`src/rtl/wdog_pkg.sv`:
```
package wdog_pkg;
    typedef enum logic [1:0] {
        WD_HOLD    = 2'd0,
        WD_RUN     = 2'd1,
        WD_FIRE    = 2'd2,
        WD_RECOVER = 2'd3
    } wd_state_e;
endpackage

```
`src/rtl/wdog_cs_edge.sv`:
```
module wdog_cs_edge #(
    parameter int SYNC_STAGES = 2
) (
    input  logic clk,
    input  logic rst_n,
    input  logic cs_async,
    output logic cs_kick
);
    localparam int LAST = SYNC_STAGES - 1;

    logic [SYNC_STAGES-1:0] chain;
    logic                   prev_lvl;

    genvar i;
    generate
        for (i = 0; i < SYNC_STAGES; i++) begin : g_stage
            if (i == 0) begin : g_first
                always_ff @(posedge clk or negedge rst_n) begin
                    if (!rst_n) chain[0] <= 1'b0;
                    else        chain[0] <= cs_async;
                end
            end else begin : g_next
                always_ff @(posedge clk or negedge rst_n) begin
                    if (!rst_n) chain[i] <= 1'b0;
                    else        chain[i] <= chain[i-1];
                end
            end
        end
    endgenerate

    always_ff @(posedge clk or negedge rst_n) begin
        if (!rst_n) prev_lvl <= 1'b0;
        else        prev_lvl <= chain[LAST];
    end

    assign cs_kick = chain[LAST] ^ prev_lvl;


    kick_is_single_chk: assert property (@(posedge clk) disable iff (!rst_n)
        cs_kick |=> (prev_lvl == $past(chain[LAST])));
endmodule

```
`src/rtl/wdog_tick_counter.sv`:
```
module wdog_tick_counter #(
    parameter int LIMIT = 400_000_000,
    parameter int CW    = $clog2(LIMIT)
) (
    input  logic          clk,
    input  logic          rst_n,
    input  logic          clr,
    input  logic          inc,
    output logic [CW-1:0] cnt,
    output logic          at_limit
);
    localparam logic [CW-1:0] TOP = CW'(LIMIT - 1);

    always_ff @(posedge clk or negedge rst_n) begin
        if (!rst_n)   cnt <= '0;
        else if (clr) cnt <= '0;
        else if (inc) cnt <= cnt + 1'b1;
    end

    assign at_limit = (cnt == TOP);


    step_by_one_chk: assert property (@(posedge clk) disable iff (!rst_n)
        (inc && !clr) |=> (cnt == CW'($past(cnt) + 1'b1)));


    no_overflow_chk: assert property (@(posedge clk) disable iff (!rst_n)
        cnt <= TOP);
endmodule

```
`src/rtl/wdog_ctrl_fsm.sv`:
```
module wdog_ctrl_fsm
    import wdog_pkg::*;
(
    input  logic      clk,
    input  logic      rst_n,
    input  logic      hold,
    input  logic      kick,
    input  logic      at_limit,
    output logic      cnt_clr,
    output logic      cnt_inc,
    output logic      expire,
    output wd_state_e state
);
    wd_state_e state_nx;

    always_comb begin
        state_nx = state;
        unique case (state)
            WD_HOLD:    state_nx = hold ? WD_HOLD : WD_RUN;
            WD_RUN:     if (hold)                   state_nx = WD_HOLD;
                        else if (at_limit && !kick) state_nx = WD_FIRE;
                        else                        state_nx = WD_RUN;
            WD_FIRE:    state_nx = hold ? WD_HOLD : WD_RECOVER;
            WD_RECOVER: state_nx = hold ? WD_HOLD : WD_RECOVER;
            default:    state_nx = WD_HOLD;
        endcase
    end

    always_ff @(posedge clk or negedge rst_n) begin
        if (!rst_n) state <= WD_HOLD;
        else        state <= state_nx;
    end

    always_comb begin
        cnt_clr = 1'b1;
        cnt_inc = 1'b0;
        expire  = 1'b0;
        unique case (state)
            WD_HOLD:    cnt_clr = 1'b1;
            WD_RUN: begin
                cnt_clr = hold || kick || at_limit;
                cnt_inc = 1'b1;
            end
            WD_FIRE:    expire  = 1'b1;
            WD_RECOVER: cnt_clr = 1'b1;
            default:    cnt_clr = 1'b1;
        endcase
    end


    pulse_one_wide_chk: assert property (@(posedge clk) disable iff (!rst_n)
        expire |=> !expire);


    park_after_fire_chk: assert property (@(posedge clk) disable iff (!rst_n)
        (state == WD_FIRE) |=> (state != WD_RUN));


    recover_waits_chk: assert property (@(posedge clk) disable iff (!rst_n)
        (state == WD_RECOVER && !hold) |=> (state == WD_RECOVER));
endmodule

```
`src/rtl/cs_watchdog.sv`:
```
module cs_watchdog
    import wdog_pkg::*;
#(
    parameter int TIMEOUT_TICKS = 400_000_000,
    parameter int SYNC_STAGES   = 2,
    localparam int CW           = $clog2(TIMEOUT_TICKS)
) (
    input  logic          clk,
    input  logic          rst_n,
    input  logic          cs_in,
    input  logic          supply_ok,
    input  logic          stretch_done,
    input  logic          ext_rst_active,
    output logic          wd_expire,
    output logic [CW-1:0] wd_count
);
    logic      kick;
    logic      hold;
    logic      cnt_clr;
    logic      cnt_inc;
    logic      at_limit;
    wd_state_e state;

    assign hold = !supply_ok || !stretch_done || ext_rst_active;

    wdog_cs_edge #(.SYNC_STAGES(SYNC_STAGES)) u_edge (
        .clk      (clk),
        .rst_n    (rst_n),
        .cs_async (cs_in),
        .cs_kick  (kick)
    );

    wdog_ctrl_fsm u_fsm (
        .clk      (clk),
        .rst_n    (rst_n),
        .hold     (hold),
        .kick     (kick),
        .at_limit (at_limit),
        .cnt_clr  (cnt_clr),
        .cnt_inc  (cnt_inc),
        .expire   (wd_expire),
        .state    (state)
    );

    wdog_tick_counter #(.LIMIT(TIMEOUT_TICKS), .CW(CW)) u_cnt (
        .clk      (clk),
        .rst_n    (rst_n),
        .clr      (cnt_clr),
        .inc      (cnt_inc),
        .cnt      (wd_count),
        .at_limit (at_limit)
    );


    hold_clears_chk: assert property (@(posedge clk) disable iff (!rst_n)
        hold |=> (wd_count == '0 && !wd_expire));


    kick_restarts_chk: assert property (@(posedge clk) disable iff (!rst_n)
        (kick && state == WD_RUN) |=> (wd_count == '0 && !wd_expire));


    zero_after_pulse_chk: assert property (@(posedge clk) disable iff (!rst_n)
        wd_expire |=> (wd_count == '0));
endmodule

```
`config.mk`:
```
export PLATFORM = sky130hd
export DESIGN_NAME = cs_watchdog
export DESIGN_NICKNAME = d
export VERILOG_FILES = /design/src/rtl/wdog_pkg.sv /design/src/rtl/wdog_cs_edge.sv /design/src/rtl/wdog_tick_counter.sv /design/src/rtl/wdog_ctrl_fsm.sv /design/src/rtl/cs_watchdog.sv
export SDC_FILE = /design/constraint.sdc
export NUM_CORES = 1
export LEC_CHECK = 0
export CAP_MARGIN = 10
export CORE_AREA = 2 2 68 70
export DETAILED_ROUTE_END_ITERATION = 10
export DIE_AREA = 0 0 70 72
export HOLD_SLACK_MARGIN = 0.15
export PLACE_DENSITY = 0.69
export SLEW_MARGIN = 15
export SYNTH_ARGS = -nofsm -noshare
export SYNTH_HDL_FRONTEND = slang
export SYNTH_SLANG_ARGS = --single-unit
```
`constraint.sdc`:
```
create_clock -name clk -period 2.6 [get_ports clk]
set_input_delay 0.52 -clock clk [delete_from_list [all_inputs] [get_ports clk]]
set_output_delay 0.52 -clock clk [all_outputs]
set_load 0.01 [all_outputs]
```
==> results of run 1 <==
-- metal layers --
metal | global-route usage [%] | up-vias | wire length, µm
met5 | 0 | - | 0
met4 | 6.20 | 0 | 56
met3 | 5.28 | 6 | 175
met2 | 26.3 | 34 | 1820
met1 | 24.8 | 757 | 2060
li1 | - | 764 | -
-- area by class of cell --
| type | instances | share of cell area [%] |
|---|---|---|
| clock inverter | 3 | 1.97 |
| tap | 52 | 2.84 |
| timing repair buffer | 39 | 16.6 |
| multi-input combinational | 132 | 38.0 |
| inverter | 3 | 0.492 |
| clock buffer | 5 | 3.00 |
| sequential | 34 | 37.1 |
-- placed cells by master (no fill, tap or decap), types with 4 or more instances in the layout --
cell type / instances
clkdlybuf4s50_1: 35
dfrtp_1: 34
a211oi_1: 13
nand2_1: 12
nand4_1: 11
or3_1: 11
nor3_1: 11
o21ai_0: 10
nand3_1: 9
or4_1: 8
o31ai_1: 7
and4_1: 6
xnor2_1: 5
xor2_1: 5
clkbuf_8: 5
a21oi_1: 4
buf_4: 4
-- cell families after synthesis --
logic type / synth area share, %
AO/OA/AOI/OAI: 14.7
XOR/XNOR: 4.93
AND/OR/NAND/NOR: 28.6
flip-flops: 47.9
adder cells (fa/ha/maj): 0.704
buffers and inverters: 3.17
-- worst paths after layout --
check	startpoint	end	slack [ps]	cells after the start
hold reg to reg	u_edge.chain[0]$_DFF_PN0_	u_edge.chain[1]$_DFF_PN0_	350	0
setup reg to reg	u_cnt.cnt[0]$_DFFE_PN0P_	u_cnt.cnt[24]$_DFFE_PN0P_	360	5
min in group asynchronous	rst_n	u_cnt.cnt[21]$_DFFE_PN0P_	640	2
max in group asynchronous	rst_n	u_cnt.cnt[10]$_DFFE_PN0P_	1650	2
setup / recovery	u_cnt.cnt[0]$_DFFE_PN0P_	u_cnt.cnt[24]$_DFFE_PN0P_	360	5
hold / removal	u_edge.chain[0]$_DFF_PN0_	u_edge.chain[1]$_DFF_PN0_	350	0
-- worst reg2reg max path, delay by kind of cell (launching register included) --
family                   cells  cell delay (ps)
AND/OR/NAND/NOR              3             1300
flip-flops                   1              400
AO/OA/AOI/OAI                1              240
adder cells (fa/ha/maj)      1              220
-- sequential cells by signal, summed over array words and instances, names as in the netlist --
signal,flops
u_edge.prev_lvl,1
u_cnt.cnt,29
u_edge.chain,2
u_fsm.state,2
-- power groups by stage --
stage | logic, W | registers [W] | clock network [W]
after floorplan | 0.00000408 | 0.000543 | 0
after global placement | 0.0000246 | 0.000543 | 0
after detailed placement | 0.0000247 | 0.000543 | 0
after CTS | 0.0000246 | 0.000533 | 0.000500
after global routing | 0.0000269 | 0.000533 | 0.000529
final | 0.0000237 | 0.000533 | 0.000484
-- stage by stage --
stage / area [µm²] / hold slack [ps] / total power (W) / worst slack (ps)
floorplan: 1780 / 224 / 0.000547 / 615
global placement: 2180 / 335 / 0.000568 / 483
detailed placement: 2180 / 335 / 0.000568 / 373
CTS: 2290 / 353 / 0.00106 / 349
global route: 2290 / 364 / 0.00109 / 122
finish: 2290 / 350 / 0.00104 / 363
==> flow_summary.json, run 1 <==
{
  "clock_skew_ps": 6.67,
  "ys_ff_latch": 34,
  "synth_edf_count": 0,
  "switchingPower_w": 0.000215,
  "synth.area.top_cells": "dfrtp_1 48%, a211oi_1 5.5%, nand4_1 3.9%",
  "max_cap_viol_count": 0,
  "antenna_found_initial": 0,
  "grt_usage_pct": 17.7,
  "finalHoldViolCount": 0,
  "ys.warnings.count": 0,
  "grt_max_degree": 35,
  "worstHoldPathType": "flip-flop to flip-flop",
  "ys_types": 33,
  "tns_ps": 0,
  "worst_pin_slew_ps": 443,
  "cts_buffers": 5,
  "fillers": 378,
  "power_frac_seq_pct": 51.2,
  "synth.top_cell.area_share_pct": 47.9,
  "avgSynthCellArea_um2": 9.93,
  "power_density_mw_per_mm2": 454,
  "p_int_w": 0.000826,
  "finalSetupViolCount": 0,
  "area_growth_pct": 28.9,
  "cp_num_buf_inv": 0,
  "synth_commonest_cells": "34 x dfrtp_1, 13 x a211oi_1, 12 x nand2_1",
  "insertion_delay_ps": 290,
  "synth_area_leader_cell": "dfrtp_1",
  "final-seq-area_um2": 851,
  "max_stage_delay_ps": 550,
  "wire_per_inst_um": 15.3,
  "drive_above_1_share_pct": 8.33,
  "p_leak_nw": 0.779,
  "cts_setup_buffers": 0,
  "grt_pass1_wl_mm": 7.11,
  "antenna_cells": 0,
  "finalCritPeriodShare_pct": 86.0,
  "worst_path_max_delay_cell": "or4_1",
  "htreeDepth": 2,
  "drv_slew": 0,
  "drc": 0,
  "grt_pass1_vias": 1463,
  "die_h_um": 72,
  "die-area_mm2": 0.00504,
  "core-area_mm2": 0.00426,
  "combPwrFrac_pct": 2.3,
  "arrival_ps": 2440,
  "hold_buffers": 0,
  "fin_util_pct": 53.7,
  "pin_count": 36,
  "ir_drop_mv": 0.296,
  "path_class": "flip-flop to flip-flop",
  "cp_max_fo": 13,
  "slew_headroom_pct": 70.4,
  "gp_congestion": 0.803,
  "min_period_ps": 2240,
  "crit_chain": "ha_1 > and4_1 > nand4_1 > or4_1 > a211oi_1",
  "synth.most_common_cell": "dfrtp_1",
  "detailed_place_hpwl_mm": 2.75,
  "row_count": 24,
  "wirelength_mm": 4.11,
  "clockRootBuffer": "clkbuf_8",
  "cts_max_path_buffers": 2,
  "cp.required_ps": 2800,
  "firstDrtPassIters": 4,
  "num_vias": 1561,
  "cts_resized": 0,
  "nNetsFinal": 222,
  "drt_first_iter_violations": 136,
  "start_kind": "flip-flop",
  "clock-sinks": 34,
  "die_x_um": 70,
  "ant_nets": 0,
  "port_buffers": 35,
  "path_delay_family": "simple AND/OR/NAND/NOR gates",
  "async_flop_share_pct": 100,
  "postSynthCellCount": 179,
  "max_freq_ghz": 0.447,
  "clkTransAtPathRegs_ps": 70,
  "synth-seq-area-share_pct": 47.9,
  "start_util_pct": 41.7,
  "synth_area_mm2": 0.00178,
  "rsz0062_at_grt": "false",
  "clkPwrFrac_pct": 46.5,
  "grt-ovfl-total": 0,
  "cts_tree": "built",
  "mappedNetlistNets": 186,
  "stdcell_count": 268,
  "dp_cells": 260,
  "drt-vias-per-instance": 5.82,
  "switching_share_pct": 20.6,
  "ys.flop_type": "dfrtp_1",
  "cp-end-kind": "flip-flop",
  "multiInputGateArea_um2": 870,
  "status": "complete, no violations"
}
(Power assumes the default switching activity.)
==> run 2, diff against run 1 <==
--- a/config.mk
+++ b/config.mk
@@ -10,7 +10,7 @@
 export DETAILED_ROUTE_END_ITERATION = 10
 export DIE_AREA = 0 0 70 72
 export HOLD_SLACK_MARGIN = 0.15
-export PLACE_DENSITY = 0.69
+export PLACE_DENSITY = 0.67
 export SLEW_MARGIN = 15
 export SYNTH_ARGS = -nofsm -noshare
 export SYNTH_HDL_FRONTEND = slang
==> run 2 against run 1 <==
Net effect:
- combinational power hardly changed
- via count grew 3.3%
- total power shrank 11%
- critical endpoint is now u_cnt.cnt[25]$_DFFE_PN0P_
==> flow_summary.json, run 2 (same netlist as run 1, synthesis figures left out) <==
{
  "drc": 0,
  "wire_per_inst_um": 16.0,
  "finalHoldViolCount": 0,
  "cp-end-kind": "flip-flop",
  "worst_pin_slew_ps": 434,
  "drt-vias-per-instance": 6.01,
  "gp_congestion": 0.830,
  "use_met1_pct": 24.3,
  "use_met3_pct": 5.69,
  "worstHoldPathType": "flip-flop to flip-flop",
  "finalCritPeriodShare_pct": 82.1,
  "fillers": 407,
  "max_freq_ghz": 0.469,
  "grt-ovfl-total": 0,
  "grt_max_degree": 35,
  "clock-sinks": 34,
  "grt_pass1_vias": 1448,
  "start_kind": "flip-flop",
  "p_leak_nw": 0.771,
  "cts_setup_buffers": 0,
  "area_growth_pct": 27.3,
  "detailed_place_hpwl_mm": 2.96,
  "firstDrtPassIters": 4,
  "die-area_mm2": 0.00504,
  "ff2ff_path_depth": 4,
  "cts_tree": "built",
  "port_buffers": 35,
  "power_density_mw_per_mm2": 410,
  "cp.required_ps": 2810,
  "cts_buffers": 5,
  "finalSetupViolCount": 0,
  "die_x_um": 70,
  "drt_first_iter_violations": 63,
  "max_cap_viol_count": 0,
  "crit_cells": 4,
  "ant_nets": 0,
  "clock_skew_ps": 9.38,
  "start_util_pct": 41.7,
  "drv_slew": 0,
  "tns_ps": 0,
  "drive_above_1_share_pct": 7.41,
  "final_cell_area_mm2": 0.00226,
  "most-common-layout-cells": "35 x clkdlybuf4s50_1, 34 x dfrtp_1, 13 x a211oi_1",
  "top_usage_layer": "met2",
  "reg.largest.list": "u_cnt.cnt (29), u_edge.chain (2), u_fsm.state (2)",
  "antenna_found_initial": 0,
  "gr-usage-met2_pct": 28.0,
  "power_w": 0.000928,
  "cts_max_path_buffers": 2,
  "clockRootBuffer": "clkbuf_8",
  "row_count": 24,
  "hold-path-cell-count": 0,
  "top_register": "u_cnt.cnt",
  "hold_buffers": 0,
  "htreeDepth": 2,
  "die_h_um": 72,
  "path_class": "flip-flop to flip-flop",
  "rsz0062_at_grt": "false",
  "largest_reg_flops": 29,
  "cp_max_fo": 15,
  "ir_drop_mv": 0.235,
  "hold_slack_ps": 351,
  "arrival_ps": 2350,
  "path_delay_family": "simple AND/OR/NAND/NOR gates",
  "slew_headroom_pct": 71.1,
  "insertion_delay_ps": 290,
  "antenna_cells": 0,
  "num_vias": 1612,
  "nNetsFinal": 223,
  "core-area_mm2": 0.00426,
  "max_stage_delay_ps": 680,
  "min_period_ps": 2130,
  "cts_resized": 0,
  "worst_path_most_repeated_cell": "or4_4",
  "wirelength_mm": 4.29,
  "layout_commonest_cell": "clkdlybuf4s50_1",
  "worst_path_max_delay_cell": "or4_4",
  "status": "complete, no violations",
  "clkTransAtPathRegs_ps": 70,
  "cp_num_buf_inv": 0,
  "post_dp_cell_area_mm2": 0.00218,
  "crit_chain": "nand3_2 > or4_4 > or4_4 > a211oi_2",
  "pin_count": 36,
  "grt_usage_pct": 17.9,
  "grt_pass1_wl_mm": 7.02
}
[run 2: changes by cell type in the layout (fill, tap and decap cells not counted), sizes merged]
cell      before  now
buf            4    5
bufinv         1    0
clkbuf         5    7
clkinvlp       2    0
[run 2: final timing paths]
check,to,slack [ps],start
setup reg to reg,u_cnt.cnt[25]$_DFFE_PN0P_,470,u_cnt.cnt[2]$_DFFE_PN0P_
setup / recovery,u_cnt.cnt[25]$_DFFE_PN0P_,470,u_cnt.cnt[2]$_DFFE_PN0P_
min in group asynchronous,u_cnt.cnt[21]$_DFFE_PN0P_,640,rst_n
hold / removal,u_edge.chain[1]$_DFF_PN0_,350,u_edge.chain[0]$_DFF_PN0_
hold reg to reg,u_edge.chain[1]$_DFF_PN0_,350,u_edge.chain[0]$_DFF_PN0_
max in group asynchronous,u_cnt.cnt[9]$_DFFE_PN0P_,1650,rst_n
[run 2: layout make-up]
cell class              count  area (µm²)  share of cell area, %
well taps                  52        65.1                   2.88
flip-flops and latches     34         851                   37.6
clock buffers               7        76.3                   3.38
multi-input cells         132         870                   38.5
repair buffers             40         388                   17.2
inverters                   3        11.3                  0.498
[run 2: worst register-to-register path, cell delays in order, from the launching register on]
cell	delay, ps
dfrtp_1	450
nand3_2	170
or4_4	680
or4_4	550
a211oi_2	210
[run 2: layer usage]
| metal | vias up | share of wire, % |
|---|---|---|
| met3 | 6 | 5.8 |
| met4 | 0 | 1.0 |
| met2 | 48 | 47 |
| li1 | 770 | - |
| met5 | - | 0 |
| met1 | 788 | 46 |
[run 2: stage by stage]
stage                     utilization [%]  setup WS [ps]  std cells
after detailed placement             51.2            470        261
after global placement               51.2            540        261
after global routing                 53.0            375        268
final                                53.0            466        268
after floorplan                         -            615        179
after CTS                            53.0            459        268
[run 2: power by group]
group / internal (W) / leakage [nW] / total, W / switching, W
clock: 0.000184 / 0.0383 / 0.000371 / 0.000186
combinational: 0.00000974 / 0.265 / 0.0000235 / 0.0000138
sequential: 0.000532 / 0.468 / 0.000533 / 0.00000142
